[config.mk]
export PLATFORM = sky130hd
export DESIGN_NAME = sstk_unit
export DESIGN_NICKNAME = d
export VERILOG_FILES = /design/src/rtl/sstk_unit.sv
export SDC_FILE = /design/constraint.sdc
export NUM_CORES = 1
export LEC_CHECK = 0
export BUFFER_PORTS_ARGS = -buffer_cell sky130_fd_sc_hd__buf_2
export CORE_AREA = 2 2 213 215
export CTS_CLUSTER_SIZE = 8
export DETAILED_ROUTE_END_ITERATION = 8
export DIE_AREA = 0 0 215 217
export PLACE_DENSITY = 0.83
export SYNTH_ARGS = -nofsm -noshare
export SYNTH_HDL_FRONTEND = slang
export SYNTH_SLANG_ARGS = --single-unit
[constraint.sdc]
create_clock -name clk -period 4 [get_ports clk]
set_clock_uncertainty 0.1 [all_clocks]
set_input_delay 0.8 -clock clk [delete_from_list [all_inputs] [get_ports clk]]
set_output_delay 0.8 -clock clk [all_outputs]
set_load 0.01 [all_outputs]
[src/rtl/sstk_unit.sv]
module sstk_unit #(
  parameter int XLEN = 64,
  parameter logic [XLEN-1:0] SSP_RST = '0
) (
  input  logic            clk,
  input  logic            rst_n,
  input  logic            issue_valid,
  input  logic [2:0]      issue_op,
  input  logic [4:0]      issue_rd,
  input  logic [XLEN-1:0] op_a,
  input  logic [XLEN-1:0] op_b,
  input  logic            wide_mode,
  input  logic            mach_mode,
  input  logic            bcfi_en,
  input  logic            ssp_wr,
  input  logic [XLEN-1:0] ssp_wdata,
  output logic            busy,
  output logic            mem_req_valid,
  output logic            mem_req_we,
  output logic            mem_req_swap,
  output logic            mem_req_dw,
  output logic            mem_req_ss,
  output logic [XLEN-1:0] mem_req_addr,
  output logic [XLEN-1:0] mem_req_wdata,
  input  logic            mem_resp_valid,
  input  logic            mem_resp_err,
  input  logic [XLEN-1:0] mem_resp_rdata,
  output logic            wb_valid,
  output logic [4:0]      wb_rd,
  output logic [XLEN-1:0] wb_data,
  output logic            exc_valid,
  output logic [4:0]      exc_cause,
  output logic [XLEN-1:0] exc_tval
);
  localparam logic [2:0] OP_PUSH = 3'd0, OP_POP = 3'd1, OP_RDP = 3'd2,
                         OP_SWW = 3'd3, OP_SWD = 3'd4;
  localparam logic [4:0] C_ILL = 5'd2, C_MISAL = 5'd6, C_ACC = 5'd7, C_SWCHK = 5'd18;
  localparam logic [XLEN-1:0] BCFI_CODE = XLEN'(3);

  logic            mem_q, dw_q, wide_q;
  logic [2:0]      op_q;
  logic [4:0]      rd_q;
  logic [XLEN-1:0] ssp_q, addr_q, data_q, nptr_q;

  logic [XLEN-1:0] step, acc_addr, f_tval, swap_ret;
  logic            is_swap, acc_dw, misal, f_hit, accept, resp_done, match, commit_ok;
  logic [4:0]      f_cause;

  assign step     = wide_mode ? XLEN'(8) : XLEN'(4);
  assign is_swap  = (issue_op == OP_SWW) || (issue_op == OP_SWD);
  assign acc_dw   = (issue_op == OP_SWD) || (!is_swap && wide_mode);
  assign acc_addr = (issue_op == OP_PUSH) ? ssp_q - step :
                    (issue_op == OP_POP)  ? ssp_q : op_a;
  assign misal    = acc_dw ? (acc_addr[2:0] != 3'd0) : (acc_addr[1:0] != 2'd0);
  assign accept   = issue_valid && !mem_q;

  always_comb begin
    f_hit   = 1'b1;
    f_cause = C_ILL;
    f_tval  = '0;
    if (issue_op > OP_SWD || (issue_op == OP_SWD && !wide_mode)) begin
      f_cause = C_ILL;
    end else if (is_swap && mach_mode) begin
      f_cause = C_ACC;
      f_tval  = acc_addr;
    end else if (!bcfi_en) begin
      f_cause = C_ILL;
    end else if (issue_op == OP_RDP && issue_rd == 5'd0) begin
      f_cause = C_ILL;
    end else if (issue_op != OP_RDP && misal) begin
      f_cause = C_MISAL;
      f_tval  = acc_addr;
    end else begin
      f_hit = 1'b0;
    end
  end

  assign resp_done = mem_q && mem_resp_valid;
  assign match     = wide_q ? (mem_resp_rdata == data_q) : (mem_resp_rdata[31:0] == data_q[31:0]);
  assign commit_ok = resp_done && !mem_resp_err && (op_q == OP_PUSH || (op_q == OP_POP && match));
  assign swap_ret  = dw_q ? mem_resp_rdata : {{(XLEN-32){mem_resp_rdata[31]}}, mem_resp_rdata[31:0]};

  assign busy          = mem_q;
  assign mem_req_valid = mem_q;
  assign mem_req_ss    = mem_q;
  assign mem_req_we    = mem_q && (op_q != OP_POP);
  assign mem_req_swap  = mem_q && (op_q == OP_SWW || op_q == OP_SWD);
  assign mem_req_dw    = dw_q;
  assign mem_req_addr  = addr_q;
  assign mem_req_wdata = data_q;

  always_ff @(posedge clk or negedge rst_n) begin
    if (!rst_n) begin
      mem_q <= 1'b0; dw_q <= 1'b0; wide_q <= 1'b0;
      op_q <= '0; rd_q <= '0;
      ssp_q <= SSP_RST; addr_q <= '0; data_q <= '0; nptr_q <= '0;
      wb_valid <= 1'b0; wb_rd <= '0; wb_data <= '0;
      exc_valid <= 1'b0; exc_cause <= '0; exc_tval <= '0;
    end else begin
      wb_valid  <= 1'b0;
      exc_valid <= 1'b0;
      if (!mem_q) begin
        if (ssp_wr) ssp_q <= ssp_wdata;
        if (accept) begin
          if (f_hit) begin
            exc_valid <= 1'b1;
            exc_cause <= f_cause;
            exc_tval  <= f_tval;
          end else if (issue_op == OP_RDP) begin
            wb_valid <= 1'b1;
            wb_rd    <= issue_rd;
            wb_data  <= ssp_q;
          end else begin
            mem_q  <= 1'b1;
            op_q   <= issue_op;
            rd_q   <= issue_rd;
            dw_q   <= acc_dw;
            wide_q <= wide_mode;
            addr_q <= acc_addr;
            data_q <= (issue_op == OP_POP) ? op_a : op_b;
            nptr_q <= (issue_op == OP_PUSH) ? acc_addr : ssp_q + step;
          end
        end
      end else if (mem_resp_valid) begin
        mem_q <= 1'b0;
        if (mem_resp_err) begin
          exc_valid <= 1'b1;
          exc_cause <= C_ACC;
          exc_tval  <= addr_q;
        end else if (op_q == OP_PUSH) begin
          ssp_q <= nptr_q;
        end else if (op_q == OP_POP) begin
          if (match) ssp_q <= nptr_q;
          else begin
            exc_valid <= 1'b1;
            exc_cause <= C_SWCHK;
            exc_tval  <= BCFI_CODE;
          end
        end else begin
          wb_valid <= 1'b1;
          wb_rd    <= rd_q;
          wb_data  <= swap_ret;
        end
      end
    end
  end


  busy_hold_chk: assert property (@(posedge clk) disable iff (!rst_n)
    busy && !mem_resp_valid |=> busy);

  push_addr_chk: assert property (@(posedge clk) disable iff (!rst_n)
    mem_req_valid && mem_req_we && !mem_req_swap |-> mem_req_addr == ssp_q - (mem_req_dw ? XLEN'(8) : XLEN'(4)));

  pop_addr_chk: assert property (@(posedge clk) disable iff (!rst_n)
    mem_req_valid && !mem_req_we |-> mem_req_addr == ssp_q);

  req_align_chk: assert property (@(posedge clk) disable iff (!rst_n)
    mem_req_valid |-> (mem_req_dw ? mem_req_addr[2:0] == 3'd0 : mem_req_addr[1:0] == 2'd0));

  ptr_commit_chk: assert property (@(posedge clk) disable iff (!rst_n)
    !$stable(ssp_q) |-> $past(commit_ok || (ssp_wr && !busy)));

  one_result_chk: assert property (@(posedge clk) disable iff (!rst_n)
    !(wb_valid && exc_valid));
endmodule

* After elaboration in Yosys (flattened, before gate mapping)
Cells that the tools add are included.
** Storage, ports and cells
- Register bits after elaboration :: 407
- Input bits :: 273
- Output and inout bits :: 274
- Word-level logic and storage cells :: 153
** Operators by class
- Add/sub/neg operators :: 2
- Reduce and logical (&&, ||, !) cells :: 28
- Equality and inequality tests :: 21
- Order comparisons :: 1
- Bitwise gates (word level) :: 3
- Muxes and demuxes :: 83
** Operators with widths (count)
- 64-bit 2-to-1 mux :: 33
- 5-bit 2-to-1 mux :: 16
- 64-bit by 4-bit adder with 64-bit output :: 1
- 64-bit equality test :: 1
- 64-bit by 4-bit subtractor with 64-bit output :: 1
- 32-bit equality test :: 1
- 1-bit 2-to-1 mux :: 28
- 3-bit 2-to-1 mux :: 5
- 2-bit inequality test, second input constant :: 5
- 2-bit nonzero test :: 5
- 3-bit by 2-bit equality test with 1-bit output, second input constant :: 3
- 3-bit by 1-bit inequality test with 1-bit output, second input constant :: 3
- 1-bit logical AND :: 8
- 7-bit AND reduction :: 1
- 3-bit by 1-bit equality test with 1-bit output, second input constant :: 2
- 3-bit equality test, second input constant :: 2
- 3-bit logical NOT :: 2
- 3-bit by 2-bit inequality test with 1-bit output, second input constant :: 2
- 3-bit inequality test, second input constant :: 2
- 6-bit AND reduction :: 1
- 5-bit logical NOT :: 1
- 5-bit AND reduction :: 1
- 1-bit logical OR :: 4
- 4-bit 2-to-1 mux :: 1
- other kinds (5) :: 9

* Longest topological paths before layout
- Depth in word-level cells :: 15
- Mapped depth :: 12
- Mapped depth without buffers :: 11

* Worst setup path after synthesis
OpenSTA, ideal clock, no wires.
- Path type :: input to register
- Start :: input port wide_mode
- End :: register addr_q[13], in the netlist mem_req_addr[13]
- Setup time :: 125 ps
- Arrival :: 3320 ps
- Slack :: 455 ps
- Path buffers :: 3
- Stages on the path :: 11
- Cell sequence :: inv_1 ha_1 nor2b_1 o31ai_1 a311oi_1 and2_1 o21ai_1 buf_2 clkbuf_1 buf_2 mux2_2
** On the way
- Longest elaborated chain between the ends :: 13
- Elaborated cells between the ends (all ways) :: 18
- Classes of those cells :: add/sub (1); mux (8); bitwise (1); reduce/logical (8)
** RTL lines
- start, declared :: line 12 : input logic wide_mode,
- 4-bit 2-to-1 mux :: line 49 : assign step = wide_mode ? XLEN'(8) : XLEN'(4);
- 64-bit by 4-bit subtractor with 64-bit output :: line 52 : assign acc_addr = (issue_op == OP_PUSH) ? ssp_q - step :
- 64-bit 2-to-1 mux :: line 52
- 3-bit nonzero test :: line 54 : assign misal = acc_dw ? (acc_addr[2:0] != 3'd0) : (acc_addr[1:0] != 2'd0);
- 1-bit 2-to-1 mux :: line 54
- 1-bit logical AND :: line 70 : end else if (issue_op != OP_RDP && misal) begin
- 1-bit 2-to-1 mux :: line 70
- 1-bit 2-to-1 mux :: line 68 : end else if (issue_op == OP_RDP && issue_rd == 5'd0) begin
- 1-bit 2-to-1 mux :: line 66 : end else if (!bcfi_en) begin
- 1-bit 2-to-1 mux :: line 63 : end else if (is_swap && mach_mode) begin
- 1-bit 2-to-1 mux :: line 61 : if (issue_op > OP_SWD || (issue_op == OP_SWD && !wide_mode)) begin
- 1-bit NOT (no source line)
- 4-bit AND reduction (no source line)
- end signal, assigned :: line 119 : addr_q <= acc_addr;
- end, declared :: line 43 : logic [XLEN-1:0] ssp_q, addr_q, data_q, nptr_q;
Several ways; a longest one is shown, not always the timed one.
A chain may end at the register's enable or synchronous reset.

* Worst setup path in the final report
- Start :: register ssp_q[2]
- End :: register exc_tval[32]
** On the way
- Longest elaborated chain between the ends :: 13
- Elaborated cells between the ends (all ways) :: 21
- Classes of those cells :: add/sub (1); mux (16); reduce/logical (4)
** RTL lines
- start, declared :: line 43
- start signal, assigned :: line 103 : if (ssp_wr) ssp_q <= ssp_wdata;
- start signal, assigned :: line 131 : ssp_q <= nptr_q;
- start signal, assigned :: line 133 : if (match) ssp_q <= nptr_q;
- 64-bit by 4-bit subtractor with 64-bit output / 64-bit 2-to-1 mux (equally long branches) :: line 52, 53
- 64-bit 2-to-1 mux * :: line 52
- 3-bit nonzero test :: line 54
- 1-bit 2-to-1 mux :: line 54
- 1-bit logical AND :: line 70
- 64-bit 2-to-1 mux :: line 70
- 64-bit 2-to-1 mux :: line 68
- 64-bit 2-to-1 mux :: line 66
- 64-bit 2-to-1 mux :: line 63
- 64-bit 2-to-1 mux :: line 61
- 64-bit 2-to-1 mux :: line 105 : if (f_hit) begin
- 64-bit 2-to-1 mux :: line 104 : if (accept) begin
- 64-bit 2-to-1 mux :: line 102 : if (!mem_q) begin
- end signal, assigned :: line 108 : exc_tval <= f_tval;
- end signal, assigned :: line 129 : exc_tval <= addr_q;
- end, declared :: line 33 : output logic [XLEN-1:0] exc_tval
Every way passes the cells marked *; elsewhere a longest branch is shown, timed or not. The select of a mux whose other input is x is not followed.

==> impl_summary.md <==
Status
The run finished with clean final reports.

STA
Setup violations remaining at the end of the flow were counted as 0. The number of hold violations in the final report came to 0. The setup TNS after final layout is 0 ns. After layout, the worst path uses 84.3% of the clock period.

Setup repair after global routing left no endpoint under its margin. The fmax is 296 MHz. The final max-slew violation count is 0. Across all hold checks on the routed design, the worst slack comes to 0.0529 ns. The smallest clock period supported by the final layout is computed as between 3 and 4 ns. Across all setup checks in the final design, the least slack found is 0.626 ns. The relative slew slack is between 20% and 30%. At the pin with the least slew margin, the transition time is roughly 1.1 ns.

CTS
The clock passes through at most 3 buffers. After clock tree synthesis, the clock-pin slew on the worst setup and hold paths is roughly 0.050 ns. The number of hold buffers added after CTS was 0. The clock reaches the later pin of the worst-skew pair after 0.61 ns. Counting every sink on the clock net gives 406.

Clock tree synthesis selected as its root buffer the cell clkbuf_16. The post-cts gate resize count is 0. Once the clock tree was built, the setup fixing pass inserted 0 buffers.

The TritonCTS clock tree is yes. The number of buffers created by CTS is 57. CTS built an H-tree with a depth of 2.

Routing
In this run the remaining antenna-violating nets after routing total 0. In the final routed layout, each cell accounts on average for 25.1 um. The count of routing violations after the opening detailed-route iteration is 2846.

The routed design has 88100 um of wire. The first TritonRoute pass finished after 6 iterations. The detailed-route via count is 22.0k. The mean number of vias per cell is approximately 6.3. The number of remaining DRC errors is 0.

Global routing
The first global-routing pass estimated 132000 um of wire. Global routing finished with a remaining overflow of 0. The number of global-route vias before repair came to 21.1k. Entering global routing, the biggest net connects 120 pins. Global routing used 37.0% of the available tracks across all layers.

The initial antenna violation count is 19.

Die
Once the floorplan was initialized, standard cells occupied 51.0% of the core. The number of core rows is 78. The die covers 46700 um2. The count of boundary I/O pins is ~550. The area of the placeable core is around 45000 um2. The die span in y is 217 um. Measured along the x axis, the die boundary spans 215 um.

Synth
The number of unique standard cell types used by synthesis is between 70 and 80. Synthesis inferred around 410 register bits. The synthesized instance count is 2404.

Counting every net in the synthesized netlist gives 2683. Counting flops with an async set or reset pin after synthesis yields a share of 100%. The total of warnings raised by yosys is 0. The number of flops mapped to enable cells by yosys is 0. The most common flop cell mapped by yosys is dfrtp_1. For this run, the register share of the synthesized area comes to 44.6%.

The post-synthesis average cell area is 9.48 um2. The synthesized area is around 23000 um2.

Final layout
Leaving out fill and tap cells, the most frequent cell in the layout is buf_2. The relative area change from synthesis to final layout is 23.0%. The area taken by flip-flops and latches is ~10000 um2. The finished cells cover about 28000 um2.

Of the cells placed in the final design, the portion with a size suffix greater than 1 is 32.6%. Summing all multi-input logic gate instances after layout gives 11800 um2. Fill cells in the final layout number between 3k and 4k. The number of nets in the finished design is around 3.2k. The library cells used most frequently in the layout, excluding fill and tap cells, are 544 x buf_2, 405 x dfrtp_1, 371 x nand2_1, 329 x o21ai_0, 204 x mux2_2.

Critical path
STA puts the critical path data required time at 4.38 ns. In this run the worst path has a maximum fanout of 6. STA classifies the critical path endpoint as a register. The slack of the worst reg-to-reg path is 0.63 ns.

The number of cell instances on the worst register-to-register path is 11. In this run the critical register-to-register path is launched from ssp_q[2]$_DFFE_PN0P_. The critical path is of the reg -> reg type. The endpoint identified for the worst register-to-register timing path is exc_tval[32]$_DFFE_PN0P_.

The destination of the critical timing path is exc_tval[32]$_DFFE_PN0P_. The critical path starts at ssp_q[2]$_DFFE_PN0P_. The category of the worst setup path launch point is a register. The worst path arrival time is 3.75 ns.

Power and ir drop
The design draws 15.4 mW. The analysis attributes to cell leakage a power of between 10 and 15 nW. Dividing total power by cell area gives a power density of 548 nW/um2.

The worst ir drop on vdd is about 360 uV.

Placed design
The cell area after placement is 26500 um2. At the end of routability-driven placement, the weighted congestion stood at 0.951. Prior to clock tree synthesis, the placed netlist has a worst setup slack of 0.299 ns. Summed over all nets, the half-perimeter wirelength after detailed placement is between 60000 and 70000 um. Buffers placed on the I/O ports in this run total 545.

Job
The count of max-cap constraint violations is 0.

Hold path
In this run the worst hold path is classified as in -> async.
## per-layer routing
| metal | up-vias | GRT usage, % | routed length [um] |
|---|---|---|---|
| met1 | 10700 | 49.7 | 35000 |
| met5 | - | 0 | 91 |
| met3 | 260 | 9.29 | 9510 |
| met2 | 1472 | 57.5 | 39700 |
| met4 | 14 | 14.9 | 3830 |
| li1 | 9496 | - | - |
## worst min path at each step
| stage | startpoint | to | slack, ns | depth (start not counted) |
|---|---|---|---|---|
| floorplan | wide_q$_DFFE_PN0P_ | wide_q$_DFFE_PN0P_ | 0.34 | 2 |
| global placement | exc_cause[1]$_DFFE_PN0P_ | exc_cause[1]$_DFFE_PN0P_ | 0.35 | 1 |
| detailed placement | exc_cause[1]$_DFFE_PN0P_ | exc_cause[1]$_DFFE_PN0P_ | 0.35 | 1 |
| CTS | rst_n | wb_data[20]$_DFFE_PN0P_ | 0.07 | 1 |
| global route | rst_n | mem_req_wdata[13]$_DFFE_PN0P_ | 0.08 | 1 |
| finish | rst_n | mem_req_wdata[16]$_DFFE_PN0P_ | 0.05 | 1 |
## registers in the layout, indices dropped and copies added (netlist names)
signal / count
exc_tval: 64
wb_data: 64
busy: 1
rd_q: 5
wb_valid: 1
exc_valid: 1
mem_req_wdata: 64
exc_cause: 4
mem_req_dw: 1
mem_req_addr: 64
ssp_q: 64
wb_rd: 5
nptr_q: 64
op_q: 3
wide_q: 1
## critical path, cell delays in order (launching register included)
cell and delay, ns:
dfrtp_1 0.46, inv_1 0.13, ha_1 0.20, fa_1 0.28
nor3b_1 0.31, buf_4 0.18, nand4_1 0.17, nor3_2 0.41
a21boi_0 0.17, nor3_1 0.42, o31ai_1 0.14, mux2_2 0.27
## power breakdown
group | switching (mW) | internal (mW)
Clock | 1.77 | 2.56
Sequential | 1.27 | 5.33
Combinational | 2.56 | 1.86
Total | 5.61 | 9.75
## Yosys cell counts (all sizes together), types with 9 or more instances
library cell  count  area share [%]
xnor2            81             3.1
inv              22            0.36
and3             21            0.58
a22o             16            0.61
and4             10            0.38
a21o              9            0.30
nor3             41            0.97
nand2           371             6.1
and2             10            0.27
mux2            204              10
xor2             76             2.9
nor4             44             1.6
a31oi            10            0.27
nor2             83             1.4
o21ai           336             7.4
a32oi            13            0.50
buf              26            0.65
nand2b           14            0.38
a21oi            60             1.3
or3              23            0.63
or4              15            0.53
nand3            45            0.99
o22ai            11            0.30
o31ai            22            0.77
nand4            44             1.3
dfrtp           406              45
a211oi           10            0.33
mux2i           125             5.5
clkbuf          179             2.9
## cells by family after synthesis
logic type,synth area share (%)
other,0.0164
AND/OR/NAND/NOR,15.8
flip-flops,44.6
multiplexers,15.6
AO/OA/AOI/OAI,13.7
buffers and inverters,3.96
XOR/XNOR,6.03
adder cells (fa/ha/maj),0.395
## layout make-up
| class | instances | area share (%) |
|---|---|---|
| Multi-Input combinational cell | 1771 | 42.2 |
| Clock buffer | 61 | 5.29 |
| Antenna cell | 11 | 0.0982 |
| Timing Repair Buffer | 637 | 13.1 |
| Clock inverter | 2 | 0.0892 |
| Inverter | 22 | 0.295 |
| Tap cell | 600 | 2.68 |
| Sequential cell | 406 | 36.2 |
## per-stage QoR
stage                     std cells  utilization, %
after floorplan                2404               -
after global routing           3508            62.7
final                          3510            62.7
after CTS                      3499            62.7
after detailed placement       3436            59.3
after global placement         3436            59.3
(Power assumes the default switching activity.)
